## src/rtl/eff_addr_unit.sv

```systemverilog
module eff_addr_unit #(
  parameter int W      = 32,
  parameter int NREG   = 8,
  parameter int SP_REG = 4,
  localparam int RSEL  = $clog2(NREG)
) (
  input  logic              clk,
  input  logic              rst,
  input  logic              req_valid,
  output logic              req_ready,
  input  logic              base_en,
  input  logic [RSEL-1:0]   base_sel,
  input  logic              idx_en,
  input  logic [RSEL-1:0]   idx_sel,
  input  logic [1:0]        scale_code,
  input  logic [1:0]        disp_sz,
  input  logic [W-1:0]      disp,
  input  logic [NREG*W-1:0] reg_file,
  input  logic [W-1:0]      seg_base,
  output logic              out_valid,
  output logic [W-1:0]      ea,
  output logic [W-1:0]      lin_addr,
  output logic              idx_err
);

  logic busy, v_q, err_q;
  logic [W-1:0] part_a, part_b, seg_q, ea_q, lin_q;
  logic [W-1:0] base_v, idx_v, idx_sc, disp_x;

  wire fire = req_valid && req_ready;
  wire both = base_en && idx_en;
  wire bad  = idx_en && (idx_sel == RSEL'(SP_REG));

  assign base_v = base_en ? reg_file[int'(base_sel)*W +: W] : '0;
  assign idx_v  = idx_en  ? reg_file[int'(idx_sel)*W +: W]  : '0;
  assign idx_sc = idx_v << scale_code;

  always_comb begin
    case (disp_sz)
      2'd0:    disp_x = '0;
      2'd1:    disp_x = {{(W-8){disp[7]}}, disp[7:0]};
      2'd2:    disp_x = {{(W-16){disp[15]}}, disp[15:0]};
      default: disp_x = disp;
    endcase
  end

  always_ff @(posedge clk) begin
    if (rst) begin
      busy  <= 1'b0;
      v_q   <= 1'b0;
      err_q <= 1'b0;
    end else begin
      v_q   <= 1'b0;
      err_q <= 1'b0;
      if (busy) begin
        busy  <= 1'b0;
        v_q   <= 1'b1;
        ea_q  <= part_a + part_b;
        lin_q <= seg_q + part_a + part_b;
      end else if (fire) begin
        if (bad) begin
          err_q <= 1'b1;
        end else if (both) begin
          busy   <= 1'b1;
          part_a <= base_v + disp_x;
          part_b <= idx_sc;
          seg_q  <= seg_base;
        end else begin
          v_q   <= 1'b1;
          ea_q  <= base_v + idx_sc + disp_x;
          lin_q <= seg_base + base_v + idx_sc + disp_x;
        end
      end
    end
  end

  assign req_ready = !busy;
  assign out_valid = v_q;
  assign idx_err   = err_q;
  assign ea        = ea_q;
  assign lin_addr  = lin_q;

endmodule

```

## config.mk

```make
export PLATFORM = sky130hd
export DESIGN_NAME = eff_addr_unit
export DESIGN_NICKNAME = d
export VERILOG_FILES = /design/src/rtl/eff_addr_unit.sv
export SDC_FILE = /design/constraint.sdc
export NUM_CORES = 1
export LEC_CHECK = 0
export BUFFER_PORTS_ARGS = -buffer_cell sky130_fd_sc_hd__buf_2
export CAP_MARGIN = 20
export CELL_PAD_IN_SITES_DETAIL_PLACEMENT = 0
export CELL_PAD_IN_SITES_GLOBAL_PLACEMENT = 1
export CORE_MARGIN = 8
export CORE_UTILIZATION = 45
export DETAILED_ROUTE_END_ITERATION = 7
export MAX_ROUTING_LAYER = met4
export PLACE_DENSITY_LB_ADDON = 0.1
export SLEW_MARGIN = 25
export SYNTH_ARGS = -nofsm -noshare
export SYNTH_HDL_FRONTEND = slang
export SYNTH_SLANG_ARGS = --single-unit
```

## constraint.sdc

```tcl
create_clock -name clk -period 29.7 [get_ports clk]
set_input_delay 2.97 -clock clk [delete_from_list [all_inputs] [get_ports clk]]
set_output_delay 2.97 -clock clk [all_outputs]
set_load 0.03 [all_outputs]
```

=== Yosys cells after proc, flatten, opt, wreduce, memory -nomap -nowiden ===
Index checks and enable logic that the tools add are counted.

* $add $sub $neg: 9
* Eq/ne operators: 5
* Shifts and indexed selects: 3
* Mux-type cells: 17
* Bitwise gates (word level): 4
* Reductions and logical operators: 10

{| class="wikitable"
|+ Operators with widths
! cell !! count
|-
| $shiftx 256x9->32 || 2
|-
| $mux 32 || 10
|-
| $add 32x32->32 || 9
|-
| $pmux 32 s3 || 1
|-
| $shl 32x2->32 || 1
|-
| $mux 1 || 6
|-
| $reduce_and 5->1 || 1
|-
| $ne 2x2->1 const B || 2
|-
| $not 1->1 || 4
|-
| $reduce_and 4->1 || 1
|-
| $reduce_or 4->1 || 1
|-
| $eq 3x3->1 const B || 1
|-
| $logic_and 1x1->1 || 3
|-
| $reduce_or 3->1 || 1
|-
| $eq 2x1->1 const B || 1
|-
| $eq 2x2->1 const B || 1
|-
| $logic_not 2->1 || 1
|-
| $reduce_bool 2->1 || 1
|-
| $logic_not 1->1 || 1
|}

* Register bits: 163
* Input port bits: 335
* Output and inout port bits: 67
* Word-level logic and storage cells: 56

=== Longest topological paths before layout ===
Gate-level depths: netlist of run 1.

* Depth in word-level cells: 9
* Depth in mapped cells: 24
* Mapped depth without buffers: 21

=== Worst setup path after synthesis of run 1 ===
Ideal clock, no wire load.

* Path kind: input to register
* Start point: in idx_sel[1]
* End point: reg part_a[0], enable pin
* Arrival: 11.075 ns
* Data required time: 29.012 ns
* Setup slack: 17.937 ns
* Stages: 7
* Path through: buf_2 -> buf_2 -> buf_2 -> buf_2 -> nor2_1 -> nand3_1 -> nor3b_1

* Longest elaborated chain between the ends: 4

{| class="wikitable"
|+ RTL lines
! what !! line !! RTL
|-
| start, declared || 14 || <nowiki>input logic [RSEL-1:0] idx_sel,</nowiki>
|-
| $eq 3x3->1 || 32 || <nowiki>wire bad = idx_en && (idx_sel == RSEL'(SP_REG));</nowiki>
|-
| $logic_and 1x1->1 || 32 ||
|-
| $not 1->1 (no line) || - ||
|-
| $reduce_and 5->1 (no line) || - ||
|-
| end signal, assigned || 65 || <nowiki>part_a <= base_v + disp_x;</nowiki>
|-
| end, declared || 27 || <nowiki>logic [W-1:0] part_a, part_b, seg_q, ea_q, lin_q;</nowiki>
|}

No other way between the ends.
A chain may end at the register's enable or synchronous reset.

=== Worst setup path after layout of run 1 ===
* Start point: in idx_sel[0]
* End point: reg lin_q[29], in the netlist lin_addr[29], data pin

* Longest elaborated chain between the ends: 9

{| class="wikitable"
|+ RTL lines
! what !! line !! RTL
|-
| $shiftx 256x9->32 || 35 || <nowiki>assign idx_v = idx_en ? reg_file[int'(idx_sel)*W +: W] : '0;</nowiki>
|-
| $mux 32 || 35 ||
|-
| $shl 32x2->32 || 36 || <nowiki>assign idx_sc = idx_v << scale_code;</nowiki>
|-
| named net idx_sc[3] || 28 || <nowiki>logic [W-1:0] base_v, idx_v, idx_sc, disp_x;</nowiki>
|-
| $add 32x32->32 (2 in a row) || 71 || <nowiki>lin_q <= seg_base + base_v + idx_sc + disp_x;</nowiki>
|-
| $mux 32 || 63 || <nowiki>end else if (both) begin</nowiki>
|-
| $mux 32 || 61 || <nowiki>if (bad) begin</nowiki>
|-
| $mux 32 || 60 || <nowiki>end else if (fire) begin</nowiki>
|-
| $mux 32 || 55 || <nowiki>if (busy) begin</nowiki>
|-
| end signal, assigned || 59 || <nowiki>lin_q <= seg_q + part_a + part_b;</nowiki>
|-
| end signal, assigned || 71 ||
|-
| end, declared || 27 ||
|}

The timed path passes the listed nets, and every way through them passes these cells. The select of a mux whose other input is x is not followed.

==> summary.md, run 1 <==
Of the cells placed in the final design, the portion with a size suffix greater than 1 is 29.0%. Once the clock tree was built, the resizer swapped 0 gates to a different size. The element type at the critical path end is a register.

Critical register-to-register path startpoint: part_a[1]. TritonCTS built the clock tree. The number of synthesized flops with an enable pin is 160, and the estimated wirelength of the detail-placed design is 68,000 um. The worst-case hold path end point was ea[0]. The sort of element at the start of the critical path was an input port. The final standard cell utilization of the core is 52.2%.

The run gives 0 as the count of final max-slew check failures. The die is 231 um tall. The largest vdd supply drop was 0.0344 mV; the maximum buffer depth of the clock tree was 2. In this run the worst path has a maximum fanout of 54. From synthesis to final layout, the design area changed by 15.3%. The clock tree skew after final layout was 11.0 ps; the total nets after synthesis was 2,603. For the worst-skew pair, the clock arrives at the later sink with an insertion delay of 450 ps.

The critical path class was input port to register. Measured along the x axis, the die boundary spans 231 um. The worst register-to-register path ends at lin_addr[31]. The tools report the clock tree root buffer cell as sky130_fd_sc_hd__clkbuf_16. After detailed routing, the number of vias per cell comes to 6.05.

The first global-routing pass estimated 118,000 um of wire. The global routing usage summed across all routing layers is 30.4%, and the data required time at the worst endpoint is 29,870 ps. For this design, the sink count on the clock tree is 163. The logs give 2,959 for the post-layout net count and 8 for the detailed-routing iteration count for the pre-antenna-repair pass. The run gives 0 as the count of max-cap constraint violations.

Counting instances, the worst hold path has a depth of 3. The clock period could shrink to 8970 ps. The initial utilization of the core area, before any placement, comes to 45.3%.

The die covers 53,600 um^2. Setup repair after global routing left no endpoint under its margin. The primary flip-flop cell chosen by synthesis mapping is sky130_fd_sc_hd__edfxtp_1. In this run the worst hold path is classified as register to register. Fraction of registers with async set or reset after synthesis: 0%. After clock tree synthesis, the flow added hold-fix buffers numbering 0.

Dividing the final minimum period by the clock period gives 30.2%. For the pin count of the biggest net entering global routing, the log shows 89. The synthesized netlist occupies a cell area of 20,900 um^2.

The flow ran to the end, and the final reports show no timing, DRC or antenna violations. During synthesis, Yosys emitted a total of 0 warnings. After floorplanning, the core was sized to cover 46,200 um^2.

The via count of the first global-routing pass is 18,700, and the count of placed standard cells including taps is 2,931. In this run the remaining antenna-violating nets after routing total 0. For the H-tree depth, the log shows 4. Dividing total power by cell area gives a power density of 54.5 nW/um^2.

The average instance area after synthesis came out at 10.5 um^2. The total count of hold-check failures in the final report came out at 0. The iteration-0 DRC count of the detailed router was 1,150.

For the count of fill cells added during filler insertion, the log shows 4,224. Synthesis produced a netlist whose cell count is 1,987. At the worst endpoint, the arrival time is 9140 ps.

The transition time of the tightest slew-check pin is 999 ps. The worst hold path startpoint is part_b[0]. In this run the static leakage power is 10.3 nW.

Path depth of the worst reg2reg path: 14. Measured against its own limit, the worst slew margin works out to 33.4%. The final RePlAce weighted congestion is 0.988, and the aggregate global routing overflow is 0. The worst reg-to-reg setup slack is 24,690 ps, and the count of boundary I/O pins is 402.

Post-CTS timing repair inserted 0 buffers for setup. Timing would allow up to 112 MHz. The remaining design rule violation count came out at 0.

Leaving out fill and tap cells, the most frequent cell in the layout is sky130_fd_sc_hd__buf_2. The routed wire length was 80,500 um. The distinct cell type count of the synthesized netlist is 83, and the clock buffer count from CTS is 17. The critical path starts at idx_sel[0]. Row generation in the floorplan step produced 79 rows. After the flow finishes, the layout carries non-filler instances totaling 2,985.

Setup violations remaining at the end of the flow were counted as 0. The routed layout has 18,100 vias. Number of port buffers: 401. Clock-pin slew was measured on the worst setup and hold paths at 70 ps. The library cells used most frequently in the layout, excluding fill and tap cells, are 399 x sky130_fd_sc_hd__buf_2, 175 x sky130_fd_sc_hd__ha_1, 160 x sky130_fd_sc_hd__edfxtp_1, 134 x sky130_fd_sc_hd__a21oi_1, 128 x sky130_fd_sc_hd__mux4_2.

The post-detailed-route wirelength per cell is 27.0 um, and the post-synthesis register bit count is 163. Of the synthesized area, sequential elements account for 23.3%. Setup total negative slack on the finished layout was measured at 0 ps.

The initial antenna violation count is 33.
-- registers in the layout, indices dropped and copies added, names as in the netlist --
| register | count |
|---|---|
| busy | 1 |
| ea | 32 |
| idx_err | 1 |
| lin_addr | 32 |
| out_valid | 1 |
| part_a | 32 |
| part_b | 32 |
| seg_q | 32 |
-- report_power, final --
group          switching [mW]  internal, mW  total [mW]
Clock                  0.0997         0.131       0.230
Combinational           0.460         0.310       0.771
Sequential            0.00823         0.304       0.312
Total                   0.568         0.745        1.31
-- layout make-up --
cell class                 instances  area [um^2]  area share [%]
antenna                           23         57.6           0.239
clock buffer                      19          433            1.80
clock inverter                    12          140           0.582
inverter                         112          420            1.75
multi-input combinational       1636        15300            63.5
sequential                       163         4870            20.2
tap                              607          759            3.15
timing repair buffer             413         2110            8.76
-- routing by layer --
layer | GRT usage [%] | wire length, um
met1 | 37.7 | 33700
met2 | 50.2 | 39500
met3 | 4.16 | 4580
met4 | 11.4 | 2690
met5 | - | 0
-- worst max-delay path by stage --
stage	cells after the start	to	slack [ps]
after detailed placement	21	lin_addr[29]	20060
after floorplan	7	part_a[0]	17940
after global placement	21	lin_addr[29]	20140
after CTS	21	lin_addr[29]	20550
final	21	lin_addr[29]	20730
after global routing	21	lin_addr[28]	20330
-- synth_stat cells, types with 5 or more instances --
library cell                count  area, um^2
sky130_fd_sc_hd__nand2_1      121         454
sky130_fd_sc_hd__nand3_1       46         230
sky130_fd_sc_hd__o211ai_1       9        67.6
sky130_fd_sc_hd__o31ai_1       10        75.1
sky130_fd_sc_hd__o21ai_0       81         405
sky130_fd_sc_hd__a31o_2         7        61.3
sky130_fd_sc_hd__and3_1        14        87.6
sky130_fd_sc_hd__buf_1         14        52.6
sky130_fd_sc_hd__and2_1        12        75.1
sky130_fd_sc_hd__a21o_1        68         510
sky130_fd_sc_hd__nor2b_1       43         269
sky130_fd_sc_hd__and4_1         5        43.8
sky130_fd_sc_hd__a211oi_1      21         158
sky130_fd_sc_hd__nor3_1        21         105
sky130_fd_sc_hd__a21oi_1      135         676
sky130_fd_sc_hd__mux2i_2        5        68.8
sky130_fd_sc_hd__nand4_1       11        68.8
sky130_fd_sc_hd__edfxtp_1     160        4800
sky130_fd_sc_hd__xor2_1        55         482
sky130_fd_sc_hd__a211o_1        9        78.8
sky130_fd_sc_hd__o21ai_1       43         215
sky130_fd_sc_hd__buf_2         12        60.1
sky130_fd_sc_hd__ha_1         175        2190
sky130_fd_sc_hd__mux2_2        67         754
sky130_fd_sc_hd__o21a_1        45         338
sky130_fd_sc_hd__inv_1         99         372
sky130_fd_sc_hd__nand2b_1      28         175
sky130_fd_sc_hd__o22ai_1        7        43.8
sky130_fd_sc_hd__mux4_2       128        2880
sky130_fd_sc_hd__fa_1         106        2120
sky130_fd_sc_hd__o2111ai_1      5        43.8
sky130_fd_sc_hd__a31o_1         7        61.3
sky130_fd_sc_hd__clkbuf_1      45         169
sky130_fd_sc_hd__a31oi_1       16         100
sky130_fd_sc_hd__mux2i_1       32         320
sky130_fd_sc_hd__inv_2         12        45.0
sky130_fd_sc_hd__xnor2_1       84         736
sky130_fd_sc_hd__o21bai_1      21         158
sky130_fd_sc_hd__or3_1         12        75.1
sky130_fd_sc_hd__nor2_1       116         435
-- worst max-delay path, cell delays in order --
cell	delay (ps)
sky130_fd_sc_hd__buf_4	190
sky130_fd_sc_hd__buf_6	560
sky130_fd_sc_hd__mux4_2	590
sky130_fd_sc_hd__mux2_2	280
sky130_fd_sc_hd__nand2_1	100
sky130_fd_sc_hd__nor2_1	60
sky130_fd_sc_hd__a31oi_1	300
sky130_fd_sc_hd__a21oi_1	220
sky130_fd_sc_hd__fa_1	590
sky130_fd_sc_hd__fa_1	420
sky130_fd_sc_hd__ha_1	340
sky130_fd_sc_hd__nor2b_1	150
sky130_fd_sc_hd__o21ai_1	170
sky130_fd_sc_hd__a21oi_1	200
sky130_fd_sc_hd__o31ai_1	370
sky130_fd_sc_hd__o21ai_1	330
sky130_fd_sc_hd__a221o_1	500
sky130_fd_sc_hd__a21o_1	230
sky130_fd_sc_hd__a21oi_1	210
sky130_fd_sc_hd__o311ai_1	130
sky130_fd_sc_hd__a2bb2oi_1	160
-- through the flow --
stage                     cell area, um^2  power (mW)  hold WS (ps)  worst slack [ps]
after CTS                           24000        1.31           763             20550
after floorplan                     20900       0.853           673             17940
after global routing                24100        1.40           785             20330
after detailed placement            23400        1.08           744             20060
final                               24100        1.31           766             20730
after global placement              23400        1.08           721             20140
-- logic make-up after synthesis --
group | synth area share, %
AO/OA/AOI/OAI | 16.9
adder cells (fa/ha/maj) | 20.6
multiplexers | 19.4
buffers and inverters | 3.58
XOR/XNOR | 5.98
flip-flops | 23.3
AND/OR/NAND/NOR | 10.2
Note: power is estimated with default switching activity, not from simulation.
==> inputs of run 2 (changes only) <==
==> constraint.sdc (replaced) <==
create_clock -name clk -period 8.3 [get_ports clk]
set_input_delay 0.83 -clock clk [delete_from_list [all_inputs] [get_ports clk]]
set_output_delay 0.83 -clock clk [all_outputs]
set_load 0.03 [all_outputs]
==> run 2 against run 1 <==
Net effect: sequential power rose to 3.6 times the previous value; total power grew to 3.6 times the previous value; first-iteration DRC count rose by 33%; count of clock-buffer cells in the layout decreased by 2; clock skew increased by 0.97 ps; die area did not move.
==> summary.md, run 2 (same netlist as run 1, synthesis figures left out) <==
No sink is reached through more buffers than the 2 on the longest clock path. The via count of the first global-routing pass is 18,900. The run gives 46,200 um^2 as the placeable core area.

STA puts the critical path data arrival time at 6580 ps. Standby leakage power: 10.3 nW. For the count of placed standard cells including taps, the log shows 2,932.

Detailed placement finished with a half-perimeter wire length of 69,300 um. The critical path is of the input port to register type. STA classifies the critical path startpoint as an input port. The initial utilization of the core area, before any placement, comes to 45.3%.

IR analysis of the VDD net gives a maximum drop of 0.121 mV. For the pin with the worst max-slew slack, the measured transition is 1140 ps. The worst reg-to-reg setup slack is 3080 ps, and the detailed-routing iteration count for the pre-antenna-repair pass is 5.

The register clock-pin slew on the reported worst setup and hold paths was 70 ps; the iteration-0 DRC count of the detailed router was 1,527. In the layout the commonest cells are 399 x sky130_fd_sc_hd__buf_2, 175 x sky130_fd_sc_hd__ha_1, 160 x sky130_fd_sc_hd__edfxtp_1, 134 x sky130_fd_sc_hd__a21oi_1, 128 x sky130_fd_sc_hd__mux4_2. The filler cells instantiated in the layout total 4,234.

The worst hold-check path type is input port to register. The worst path uses 77.5% of the clock period. The detailed router placed 18,100 vias in this run.

Clock tree synthesis found a total of 163 sinks. For the worst-skew pair, the clock arrives at the later sink with an insertion delay of 460 ps. The run gives 32 as the initial antenna violation count. Summing all placed instances gives a cell area of 23,500 um^2. The number of port buffers came out at 401.

In this run the tightest slew margin relative to its limit is 23.8%. Aggregate global routing overflow: 0. Setup total negative slack on the finished layout was measured at 0 ps. OpenSTA, run right after detailed placement, puts the worst setup slack at 1350 ps. The congestion estimate from routability-driven global placement came to 0.954. The total chip power is 4.73 mW. The finished cells cover 24,100 um^2.

Shortest period the worst path allows: 6430 ps. For this design the top-level I/O count stands at 402. The pin count of the biggest net entering global routing was 69; the count of max-cap constraint violations was 0. Dividing total power by cell area gives a power density of 196 nW/um^2.

The final-report setup violation count was 0; the routed wire length was 81,800 um. Hold timing on the final database bottoms out at a slack of 568 ps. Element type at the critical path end: a register. Final worst-path setup slack: 1870 ps.

The number of gates resized after CTS was 0. Setup repair after global routing left no endpoint under its margin. The first global-routing pass estimated 120,000 um of wire. The die extent in x was 231 um. The logs give 31.0% for the global routing usage summed across all routing layers and 53,600 um^2 for the total die area. The logs give 17 for the clock buffer count from CTS and 52.2% for the final standard cell utilization of the core. In this run the remaining antenna-violating nets after routing total 0. STA puts the critical path data required time at 8450 ps.

Leading cell type in the layout, fill and taps excluded: sky130_fd_sc_hd__buf_2. For this run, the number of standard cells in the final layout without fillers is 2,992. The post-detailed-route wirelength per cell is 27.3 um, and the clock tree skew after final layout is 12.0 ps.

Of the cells placed in the final design, the portion with a size suffix greater than 1 is 29.2%. In this run the vertical extent of the chip is 231 um. The post-synthesis to final-layout area growth was 15.4%. In this run the core area contains 79 standard-cell rows. The count of final max-slew check failures was 0; the top fanout value on the critical path was 35. The clock tree synthesis step divided the H-tree into 4 levels. Based on the critical path, the design can be clocked at up to 156 MHz. After detailed routing, the number of remaining DRC violations is 0.

The flow ran to the end, and the final reports show no timing, DRC or antenna violations. TritonCTS built the clock tree. Post-CTS timing repair inserted 0 buffers for setup. The via density per instance was 6.06; the number of buffers added to fix hold violations after cts was 0. The tools report the total count of hold-check failures in the final report as 0. After the last flow step, the layout net total stands at 2,960.

The clock tree root buffer cell was sky130_fd_sc_hd__clkbuf_16.
## run 2: routing by layer
metal | track usage (%) | wire length, um | up-vias
met2 | 50.9 | 40000 | 724
met1 | 39.2 | 34600 | 9040
li1 | - | - | 8274
met5 | - | 0 | -
met3 | 4.02 | 4520 | 102
met4 | 10.7 | 2680 | 0
## run 2: path summary, 6_finish.rpt
kind	to	start	cells past startpoint
worst max-delay path	lin_addr[29]	idx_sel[0]	20
worst min register to register	lin_addr[0]	seg_q[0]	2
worst max register to register	lin_addr[29]	part_a[1]	13
worst min-delay path	seg_q[30]	seg_base[30]	1
## run 2: critical path, cell delays in order
cell and delay (ps):
sky130_fd_sc_hd__buf_4 500, sky130_fd_sc_hd__mux4_2 580, sky130_fd_sc_hd__mux2_2 270, sky130_fd_sc_hd__nand2_1 100
sky130_fd_sc_hd__nor2_1 50, sky130_fd_sc_hd__a31oi_1 290, sky130_fd_sc_hd__a21oi_1 220, sky130_fd_sc_hd__fa_1 590
sky130_fd_sc_hd__fa_1 420, sky130_fd_sc_hd__ha_1 350, sky130_fd_sc_hd__nor2b_1 150, sky130_fd_sc_hd__o21ai_1 170
sky130_fd_sc_hd__a21oi_1 170, sky130_fd_sc_hd__o31ai_1 370, sky130_fd_sc_hd__o21ai_1 280, sky130_fd_sc_hd__a221o_1 460
sky130_fd_sc_hd__a21o_1 230, sky130_fd_sc_hd__a21oi_1 220, sky130_fd_sc_hd__o311ai_1 140, sky130_fd_sc_hd__a2bb2oi_1 180
## run 2: final cells by class
class	instances	area, um^2	area share [%]
antenna	28	70.1	0.291
clock buffer	17	425	1.77
clock inverter	15	146	0.607
inverter	112	420	1.74
multi-input combinational	1636	15300	63.5
sequential	163	4870	20.2
tap	607	759	3.15
timing repair buffer	414	2110	8.75
## run 2: where the power goes
group          switching (mW)  internal [mW]  total, mW
clock network           0.385          0.421      0.807
registers              0.0320           1.09       1.12
logic                    1.69           1.11       2.80
total                    2.11           2.62       4.73
